### config.mk
export PLATFORM = sky130hd
export DESIGN_NAME = mcyc_sequencer
export DESIGN_NICKNAME = d
export VERILOG_FILES = /design/src/rtl/mcyc_pkg.sv /design/src/rtl/mcyc_phase_fsm.sv /design/src/rtl/mcyc_cycle_fsm.sv /design/src/rtl/mcyc_strobe_dec.sv /design/src/rtl/mcyc_sequencer.sv
export SDC_FILE = /design/constraint.sdc
export NUM_CORES = 1
export LEC_CHECK = 0
export CAP_MARGIN = 20
export CORE_MARGIN = 8
export CORE_UTILIZATION = 49
export CTS_CLUSTER_SIZE = 10
export DETAILED_ROUTE_END_ITERATION = 12
export PLACE_DENSITY = 0.83
export RECOVER_POWER = 100
export SYNTH_ARGS = -nofsm -noshare
export SYNTH_HDL_FRONTEND = slang
export SYNTH_HIERARCHICAL = 1
export SYNTH_SLANG_ARGS = --single-unit
### constraint.sdc
create_clock -name clk_i -period 5.1 [get_ports clk_i]
set_clock_uncertainty 0.2 [all_clocks]
set_input_delay 1.02 -clock clk_i [delete_from_list [all_inputs] [get_ports clk_i]]
set_output_delay 1.02 -clock clk_i [all_outputs]
set_load 0.02 [all_outputs]
### src/rtl/mcyc_pkg.sv
`timescale 1ns/1ps
package mcyc_pkg;

    localparam int unsigned STATES_PER_CYCLE = 6;
    localparam int unsigned PHASES_PER_STATE = 2;
    localparam int unsigned TICKS_PER_CYCLE  = STATES_PER_CYCLE * PHASES_PER_STATE;
    localparam int unsigned STATE_W          = $clog2(STATES_PER_CYCLE);

    typedef enum logic [3:0] {
        T_S1P1 = 4'd0,
        T_S1P2,
        T_S2P1,
        T_S2P2,
        T_S3P1,
        T_S3P2,
        T_S4P1,
        T_S4P2,
        T_S5P1,
        T_S5P2,
        T_S6P1,
        T_S6P2
    } tick_e;

    typedef enum logic [1:0] {
        CY_FIRST = 2'd0,
        CY_CODE2 = 2'd1,
        CY_XDAT2 = 2'd2
    } cyc_e;

endpackage

### src/rtl/mcyc_phase_fsm.sv
`timescale 1ns/1ps
module mcyc_phase_fsm
    import mcyc_pkg::*;
#(
    parameter int unsigned ST_W = STATE_W
) (
    input  logic            clk_i,
    input  logic            rst_ni,
    output tick_e           tick_o,
    output logic [ST_W-1:0] state_o,
    output logic            phase_o
);

    tick_e tick_q, tick_d;

    always_ff @(posedge clk_i or negedge rst_ni) begin
        if (!rst_ni) tick_q <= T_S1P1;
        else         tick_q <= tick_d;
    end

    always_comb begin
        tick_d = T_S1P1;
        unique case (tick_q)
            T_S1P1:  tick_d = T_S1P2;
            T_S1P2:  tick_d = T_S2P1;
            T_S2P1:  tick_d = T_S2P2;
            T_S2P2:  tick_d = T_S3P1;
            T_S3P1:  tick_d = T_S3P2;
            T_S3P2:  tick_d = T_S4P1;
            T_S4P1:  tick_d = T_S4P2;
            T_S4P2:  tick_d = T_S5P1;
            T_S5P1:  tick_d = T_S5P2;
            T_S5P2:  tick_d = T_S6P1;
            T_S6P1:  tick_d = T_S6P2;
            T_S6P2:  tick_d = T_S1P1;
            default: tick_d = T_S1P1;
        endcase
    end

    always_comb begin
        state_o = '0;
        phase_o = 1'b0;
        unique case (tick_q)
            T_S1P1:  begin state_o = ST_W'(0); phase_o = 1'b0; end
            T_S1P2:  begin state_o = ST_W'(0); phase_o = 1'b1; end
            T_S2P1:  begin state_o = ST_W'(1); phase_o = 1'b0; end
            T_S2P2:  begin state_o = ST_W'(1); phase_o = 1'b1; end
            T_S3P1:  begin state_o = ST_W'(2); phase_o = 1'b0; end
            T_S3P2:  begin state_o = ST_W'(2); phase_o = 1'b1; end
            T_S4P1:  begin state_o = ST_W'(3); phase_o = 1'b0; end
            T_S4P2:  begin state_o = ST_W'(3); phase_o = 1'b1; end
            T_S5P1:  begin state_o = ST_W'(4); phase_o = 1'b0; end
            T_S5P2:  begin state_o = ST_W'(4); phase_o = 1'b1; end
            T_S6P1:  begin state_o = ST_W'(5); phase_o = 1'b0; end
            T_S6P2:  begin state_o = ST_W'(5); phase_o = 1'b1; end
            default: begin state_o = '0;       phase_o = 1'b0; end
        endcase
    end

    assign tick_o = tick_q;

    // the half alternates on every clock
    p_phase_alt_r2: assert property (@(posedge clk_i) disable iff (!rst_ni)
        1'b1 |=> (phase_o != $past(phase_o)));

    // the last half of state 6 is followed by the first half of state 1
    p_wrap_r2: assert property (@(posedge clk_i) disable iff (!rst_ni)
        (tick_q == T_S6P2) |=> (state_o == '0 && !phase_o));

    // the state number stays in range
    p_range_r2: assert property (@(posedge clk_i) disable iff (!rst_ni)
        state_o < ST_W'(STATES_PER_CYCLE));

endmodule

### src/rtl/mcyc_cycle_fsm.sv
`timescale 1ns/1ps
module mcyc_cycle_fsm
    import mcyc_pkg::*;
#(
    parameter int unsigned LEN_W = 2
) (
    input  logic             clk_i,
    input  logic             rst_ni,
    input  tick_e            tick_i,
    input  logic [LEN_W-1:0] op_len_i,
    input  logic             op_two_cyc_i,
    input  logic             op_xdata_i,
    output cyc_e             cyc_o,
    output logic [LEN_W-1:0] len_o,
    output logic             two_o
);

    localparam logic [LEN_W-1:0] LEN_LONG = LEN_W'(3);

    cyc_e             cyc_q, cyc_d;
    logic [LEN_W-1:0] len_q;
    logic             two_q, xd_q;
    logic             capture;

    assign capture = (tick_i == T_S1P2) && (cyc_q == CY_FIRST);

    always_ff @(posedge clk_i or negedge rst_ni) begin
        if (!rst_ni) cyc_q <= CY_FIRST;
        else         cyc_q <= cyc_d;
    end

    always_ff @(posedge clk_i or negedge rst_ni) begin
        if (!rst_ni) begin
            len_q <= '0;
            two_q <= 1'b0;
            xd_q  <= 1'b0;
        end else if (capture) begin
            len_q <= op_len_i;
            xd_q  <= op_xdata_i;
            two_q <= op_two_cyc_i | op_xdata_i | (op_len_i == LEN_LONG);
        end
    end

    always_comb begin
        cyc_d = cyc_q;
        if (tick_i == T_S6P2) begin
            unique case (cyc_q)
                CY_FIRST: cyc_d = two_q ? (xd_q ? CY_XDAT2 : CY_CODE2) : CY_FIRST;
                CY_CODE2: cyc_d = CY_FIRST;
                CY_XDAT2: cyc_d = CY_FIRST;
                default:  cyc_d = CY_FIRST;
            endcase
        end
    end

    assign cyc_o = cyc_q;
    assign len_o = len_q;
    assign two_o = two_q;

    // the cycle kind changes only at the end of a machine cycle
    p_cyc_hold_r8: assert property (@(posedge clk_i) disable iff (!rst_ni)
        (tick_i != T_S6P2) |=> $stable(cyc_q));

    // a second cycle is always followed by a first cycle
    p_second_ends_r8: assert property (@(posedge clk_i) disable iff (!rst_ni)
        (tick_i == T_S6P2 && cyc_q != CY_FIRST) |=> (cyc_q == CY_FIRST));

    // attributes move only in the sampling slot
    p_attr_hold_r10: assert property (@(posedge clk_i) disable iff (!rst_ni)
        !capture |=> ($stable(len_q) && $stable(two_q) && $stable(xd_q)));

endmodule

### src/rtl/mcyc_strobe_dec.sv
`timescale 1ns/1ps
module mcyc_strobe_dec
    import mcyc_pkg::*;
#(
    parameter int unsigned LEN_W = 2
) (
    input  logic             clk_i,
    input  logic             rst_ni,
    input  tick_e            tick_i,
    input  cyc_e             cyc_i,
    input  logic [LEN_W-1:0] len_i,
    input  logic             two_i,
    output logic             ir_latch_o,
    output logic             fetch_o,
    output logic             pc_inc_o,
    output logic             ale_o,
    output logic             prog_rd_o,
    output logic             second_cyc_o,
    output logic             instr_done_o
);

    localparam logic [LEN_W-1:0] LEN_TWO  = LEN_W'(2);
    localparam logic [LEN_W-1:0] LEN_LONG = LEN_W'(3);

    logic first_c, xdat2_c, code2_c;

    assign first_c = (cyc_i == CY_FIRST);
    assign xdat2_c = (cyc_i == CY_XDAT2);
    assign code2_c = (cyc_i == CY_CODE2);

    always_comb begin
        ir_latch_o   = 1'b0;
        fetch_o      = 1'b0;
        pc_inc_o     = 1'b0;
        ale_o        = 1'b0;
        prog_rd_o    = 1'b0;
        instr_done_o = 1'b0;
        unique case (tick_i)
            T_S1P1: begin
                ir_latch_o = first_c;
                fetch_o    = !xdat2_c;
                pc_inc_o   = first_c | (code2_c && len_i == LEN_LONG);
            end
            T_S1P2:         ale_o     = !xdat2_c;
            T_S2P1, T_S2P2: prog_rd_o = !xdat2_c;
            T_S4P1: begin
                fetch_o  = !xdat2_c;
                pc_inc_o = first_c && (len_i >= LEN_TWO);
            end
            T_S4P2:         ale_o     = 1'b1;
            T_S5P1, T_S5P2: prog_rd_o = !xdat2_c;
            T_S6P2:         instr_done_o = !first_c | !two_i;
            default: ;
        endcase
    end

    assign second_cyc_o = !first_c;

    // fetch slot, address latch and read strobe never overlap
    p_excl_r7: assert property (@(posedge clk_i) disable iff (!rst_ni)
        $onehot0({fetch_o, ale_o, prog_rd_o}));

    // the counter only advances in a fetch slot
    p_pci_fetch_r5: assert property (@(posedge clk_i) disable iff (!rst_ni)
        pc_inc_o |-> fetch_o);

    // the opcode latch never fires in a second cycle
    p_ir_first_r3: assert property (@(posedge clk_i) disable iff (!rst_ni)
        ir_latch_o |-> !second_cyc_o);

endmodule

### src/rtl/mcyc_sequencer.sv
`timescale 1ns/1ps
module mcyc_sequencer
    import mcyc_pkg::*;
#(
    parameter int unsigned LEN_W = 2
) (
    input  logic             clk_i,
    input  logic             rst_ni,
    input  logic [LEN_W-1:0] op_len_i,
    input  logic             op_two_cyc_i,
    input  logic             op_xdata_i,
    output logic [2:0]       state_o,
    output logic             phase_o,
    output logic             ir_latch_o,
    output logic             fetch_o,
    output logic             pc_inc_o,
    output logic             ale_o,
    output logic             prog_rd_o,
    output logic             second_cyc_o,
    output logic             instr_done_o
);

    tick_e            tick_w;
    cyc_e             cyc_w;
    logic [LEN_W-1:0] len_w;
    logic             two_w;

    mcyc_phase_fsm #(.ST_W(3)) u_phase (
        .clk_i   (clk_i),
        .rst_ni  (rst_ni),
        .tick_o  (tick_w),
        .state_o (state_o),
        .phase_o (phase_o)
    );

    mcyc_cycle_fsm #(.LEN_W(LEN_W)) u_cycle (
        .clk_i        (clk_i),
        .rst_ni       (rst_ni),
        .tick_i       (tick_w),
        .op_len_i     (op_len_i),
        .op_two_cyc_i (op_two_cyc_i),
        .op_xdata_i   (op_xdata_i),
        .cyc_o        (cyc_w),
        .len_o        (len_w),
        .two_o        (two_w)
    );

    mcyc_strobe_dec #(.LEN_W(LEN_W)) u_strobe (
        .clk_i        (clk_i),
        .rst_ni       (rst_ni),
        .tick_i       (tick_w),
        .cyc_i        (cyc_w),
        .len_i        (len_w),
        .two_i        (two_w),
        .ir_latch_o   (ir_latch_o),
        .fetch_o      (fetch_o),
        .pc_inc_o     (pc_inc_o),
        .ale_o        (ale_o),
        .prog_rd_o    (prog_rd_o),
        .second_cyc_o (second_cyc_o),
        .instr_done_o (instr_done_o)
    );

    // no program fetch or read strobe in an external data cycle
    p_xd_quiet_r4: assert property (@(posedge clk_i) disable iff (!rst_ni)
        (cyc_w == CY_XDAT2) |-> (!fetch_o && !prog_rd_o));

    // an instruction end is followed by the next opcode latch
    p_done_next_r9: assert property (@(posedge clk_i) disable iff (!rst_ni)
        instr_done_o |=> ir_latch_o);

    // end of instruction only in the last half of state 6
    p_done_slot_r9: assert property (@(posedge clk_i) disable iff (!rst_ni)
        instr_done_o |-> (state_o == 3'd5 && phase_o));

endmodule

## Word-level counts from Yosys, hierarchy flattened

Memory sizes are Yosys's and may differ from the RTL's. A register that Yosys moved wholly into a read port is not among the register bits.
Cells that the tools add are included.
W data, S select, Z words.

- Magnitude comparators: 1
- Equality and inequality tests: 12
- Mux-type cells: 9
- Bitwise gates (word level): 4
- Reductions and logical operators: 11

Operators with widths:

| cell | number |
|---|---|
| $eq A4 B4 Y1 const B | 3 |
| $eq A4 B2 Y1 const B | 2 |
| $eq A4 B3 Y1 const B | 2 |
| $eq A2 B2 Y1 const B | 3 |
| $mux W2 | 3 |
| $eq A4 B1 Y1 const B | 1 |
| $logic_not A1 Y1 | 4 |
| $logic_not A4 Y1 | 1 |
| $mux W1 | 4 |
| $or A1 B1 Y1 | 4 |
| $pmux W1 S2 | 2 |
| $reduce_or A4 Y1 | 1 |
| $logic_and A1 B1 Y1 | 3 |
| $eq A2 B1 Y1 const B | 1 |
| $ge A2 B2 Y1 const B | 1 |
| $logic_not A2 Y1 | 1 |
| $reduce_or A2 Y1 | 1 |

- Register bits: 6
- Bits in read-only memories: 128
- Input bits: 6
- Output and inout port bits: 11
- Logic and storage cells: 43
- Memories: 2

Memories:

| name | words | width | rd ports | clocked after memory_dff | write ports | line | source |
|---|---|---|---|---|---|---|---|
| (name not given) | 16 | 4 | 1 | 1 | 0 | mcyc_phase_fsm.sv:23 | `unique case (tick_q)` |
| (name not given) | 16 | 4 | 1 | 0 | 0 | mcyc_phase_fsm.sv:43 | `unique case (tick_q)` |

## Logic depth before layout (Yosys ltp)

- Depth after elaboration: 4
- Mapped depth: 4
- Gate-level depth less buffers: 4

## Hierarchy

Netlist, hierarchy kept.

By module, submodules not included:

| module | times used | cells each | area an instance (µm²) | sequential area each (µm²) |
|---|---|---|---|---|
| mcyc_cycle_fsm | 1 | 22 | 276.5 | 150.1 |
| mcyc_phase_fsm | 1 | 22 | 239.0 | 100.1 |
| mcyc_strobe_dec | 1 | 19 | 125.1 | 0.0 |

## Least setup slack after synthesis

No wires, ideal clock.

- Kind: flip-flop to output port
- Start point: register u_cycle.cyc_q[0] (netlist: u_cycle/cyc_o[0])
- End point: output ir_latch_o
- Arrival: 1.453 ns
- Required time: 3.880 ns
- Path slack: 2.427 ns
- Cell stages (with the launch flop): 4
- Path buffers: 0
- Cells stage by stage: dfrtp_1 -> nor2_1 -> inv_1 -> nor4b_1

- Longest elaborated chain between the ends: 2

Ends and longest elaborated chain:

| element | line | source |
|---|---|---|
| from (decl) | mcyc_cycle_fsm.sv:20 | `cyc_e cyc_q, cyc_d;` |
| from (signal assigned) | mcyc_cycle_fsm.sv:29 | `else cyc_q <= cyc_d;` |
| $logic_not A2 Y1 | mcyc_strobe_dec.sv:27 | `assign first_c = (cyc_i == CY_FIRST);` |
| $mux W1 | mcyc_strobe_dec.sv:38 | `unique case (tick_i)` |
| to (decl) | mcyc_sequencer.sv:14 | `output logic ir_latch_o,` |

Every way passes these cells.

## Worst setup path in the final report

- Start point: register u_phase.tick_q[1] (netlist: u_phase/tick_o[1])
- End point: output pc_inc_o

- Longest elaborated chain between the ends: 2
- Elaborated cells between the ends (all ways): 3
- Those cells by class: eq/ne (1); mux (1); reduce/logical (1)

Ends and longest elaborated chain:

| element | line | source |
|---|---|---|
| from (decl) | mcyc_phase_fsm.sv:14 | `tick_e tick_q, tick_d;` |
| $eq A4 B3 Y1 or $logic_not A4 Y1 (tied branches) | mcyc_strobe_dec.sv:38 |  |
| $pmux W1 S2 (*) | mcyc_strobe_dec.sv:38 |  |
| to (decl) | mcyc_sequencer.sv:16 | `output logic pc_inc_o,` |

Every way passes the cells marked *; elsewhere a longest branch is shown, timed or not.

==> summary.txt <==
Drt
  • Routed Antenna Nets: 0
  • Routed WL per cell: 13.5 um
  • Pre-Repair DR Iteration Count: 4
  • Vias per cell: 5.52
  • WL final: 1330 um
  • DRC: 0
  • Initial DRC count: 13
  • Vias: 541

STA
  • Post-layout minimum cycle time: 3540 ps
  • Fin Setup TNS: 0 ps
  • Fmax: 283 MHz
  • Final setup viols: 0
  • Period utilisation layout: 0.694
  • Final hold vios: 0
  • Final setup slack of the worst path: 1560 ps
  • Max-slew headroom: 0.613
  • Hold slack final: 300 ps
  • Slew @ Worst Pin: 573 ps
  • Max-slew violations: 0
  • Unrepaired setup endpoints after global routing: false

Worst setup path
  • WP data required: 3880 ps
  • Crit path DAT: 2320 ps
  • CP max FO: 12
  • Critical Path End: pc_inc_o
  • Worst path max stage delay: 730 ps
  • WS Path Type: register to output port
  • Critical-path cell list: nor2_1, o21bai_1, a2111oi_2, dlygate4sd3_1
  • Critical R2R Launch: u_phase/tick_o[3]
  • Worst Setup Start Kind: register
  • FF-to-FF End: u_cycle/len_o[1]
  • Crit end category: output port
  • Reg2Reg Depth: 3
  • R2R setup slack: 3100 ps
  • Slowest-stage cell, CP: dlygate4sd3_1
  • CP startpoint: u_phase/tick_o[1]

Synth
  • EDFF count, synth: 0
  • Asr flop ratio synth: 1.00
  • Avg Cell Area, Syn: 10.2 um2
  • Register area share after synthesis: 0.391
  • Netlist cell types: 31
  • Flop and latch count out of synthesis: 10
  • Syn Std Cell Area: 641 um2
  • Most used DFF post-synth: dfrtp_1
  • Mapped Nets: 73
  • Post-synth top area cell: dfrtp_1
  • Synth warnings: 6
  • Synth top area share: 0.391
  • Ranking of synthesized cells by area: dfrtp_1, ha_1, a21oi_1
  • Post-Synthesis Cells: 63

Floorplan
  • Core Region: 1250 um2
  • IO Pins: 17
  • Die height: 52.2 um
  • Die Wd: 52.2 um
  • Initial Util: 0.511
  • # rows: 13
  • Die Area: 2720 um2

Pwr
  • Clock Power Share: 0.326
  • Comb power frac: 0.214
  • Seq pwr share: 0.460
  • Pleak: 0.397 nW
  • VDD IR max: 0.139 mV
  • Sw Share: 0.278
  • Pwr/cell area: 256 nW/um2
  • Psw: 0.0000595 W
  • Internal: 0.000154 W

Worst hold path
  • Hold Crit Class: register to register
  • Worst hold start: u_cycle/len_o[0]

Cells and area
  • Layout cells sized above 1: 0.108
  • Commonest cells after routing, fill and taps aside: dlygate4sd3_1, dfrtp_1, a21oi_1, inv_1
  • Syn-to-layout area delta: 30.5%
  • Storage element area: 250 um2
  • FILL cells: 112
  • Antenna Cells: 0
  • Nets: 94
  • Area of the multi-input gates: 352 um2
  • Most common cell after layout, fill and taps aside: dlygate4sd3_1

Clock tree
  • Hold Buf Count CTS: 0
  • Clock transition at path regs: 70 ps
  • H-Tree Depth: 1
  • Postcts setup bufs: 0
  • CTS tree: done
  • Clk Tree Root Cell: clkbuf_4
  • CTS Buffer Depth: 2
  • Clk Latency, worst-skew pair: 260 ps
  • Quantity of gates resized following cts: 0
  • Clk sinks: 10
  • Total CTS buffers: 3

Global routing
  • Largest net degree at the start of global routing: 16
  • Initial antenna violation count: 0
  • Vias in the first global route: 524
  • First-pass GRT wire length: 2240 um
  • Gr ovfl total: 0
  • Tot GR Track Use: 0.106

Place
  • Post-DP HPWL: 969 um
  • Post-Place Setup Slack: 1930 ps
  • Placer Congestion: 0.776
  • Port Buf Inserts: 16

Run status
  • Status: finished, final reports clean

Flow run
  • Max-cap violations: 0
## critical path, delay by kind of cell, from the launching register on
family,cells,cell delay (ps)
buf+inv,1,730
simple gates,1,310
flops,1,530
compound gates,2,490
## final cells by class
cell class / count / share of cell area
inverter: 5 / 0.0225
clock buffer: 4 / 0.0434
multi-input combinational: 48 / 0.421
sequential: 10 / 0.299
tap: 15 / 0.0225
timing repair buffer: 16 / 0.192
## cell usage after synthesis (2+ instances only)
library cell  count
nand2b_1          3
a21oi_1           6
dfrtp_1          10
o21ai_2           2
nand4b_1          2
ha_1              4
nor2_1            4
mux2_1            2
nand2_1           4
inv_1             5
## power by group through the flow
| stage | Clock [W] | Combinational (W) | Sequential (W) |
|---|---|---|---|
| floorplan | 0 | 0.0000324 | 0.0000971 |
| global placement | 0 | 0.0000489 | 0.0000999 |
| detailed placement | 0 | 0.0000492 | 0.000100 |
| CTS | 0.0000725 | 0.0000493 | 0.0000986 |
| global route | 0.0000782 | 0.0000514 | 0.0000994 |
| finish | 0.0000698 | 0.0000457 | 0.0000983 |
## registers in the layout (all words and copies together), names as in the netlist
register	count
u_cycle/cyc_o	2
u_phase/tick_o	4
u_cycle/two_o	1
u_cycle/xd_q	1
u_cycle/len_o	2
## kinds of logic (layout without fill, tap and decap cells)
kind of cell,after synthesis,after routing,share of synthesized area
buffers and inverters,5,25,0.0293
AO/OA/AOI/OAI,15,15,0.176
XOR/XNOR,2,2,0.0273
adder cells (fa/ha/maj),4,4,0.0781
multiplexers,3,3,0.0527
AND/OR/NAND/NOR,24,24,0.246
flip-flops,10,10,0.391
## worst min path at each step
stage | cells past startpoint | to | slack, ps
floorplan | 1 | u_cycle/cyc_o[0] | 250
global placement | 1 | u_cycle/cyc_o[0] | 280
detailed placement | 1 | u_cycle/cyc_o[0] | 290
CTS | 1 | u_cycle/cyc_o[0] | 290
global route | 1 | u_cycle/len_o[0] | 310
finish | 1 | u_cycle/len_o[0] | 300
## metal layers
metal  wire length [um]  vias up  share of wire  track usage
met4                  0        0              0       0.0388
met2                564       25           0.43        0.160
met1                651      249           0.49        0.137
met3                111        0          0.084       0.0342
li1                   -      267              -            -
met5                  0        -              0            0
## per-stage QoR
step	total power, W	std cells	util	instance area [um2]
floorplan	0.000130	63	-	641
global placement	0.000149	94	0.654	820
detailed placement	0.000149	94	0.654	820
CTS	0.000220	98	0.683	856
global route	0.000229	98	0.667	836
finish	0.000214	98	0.667	836
Power figures use the tool's default switching activity.
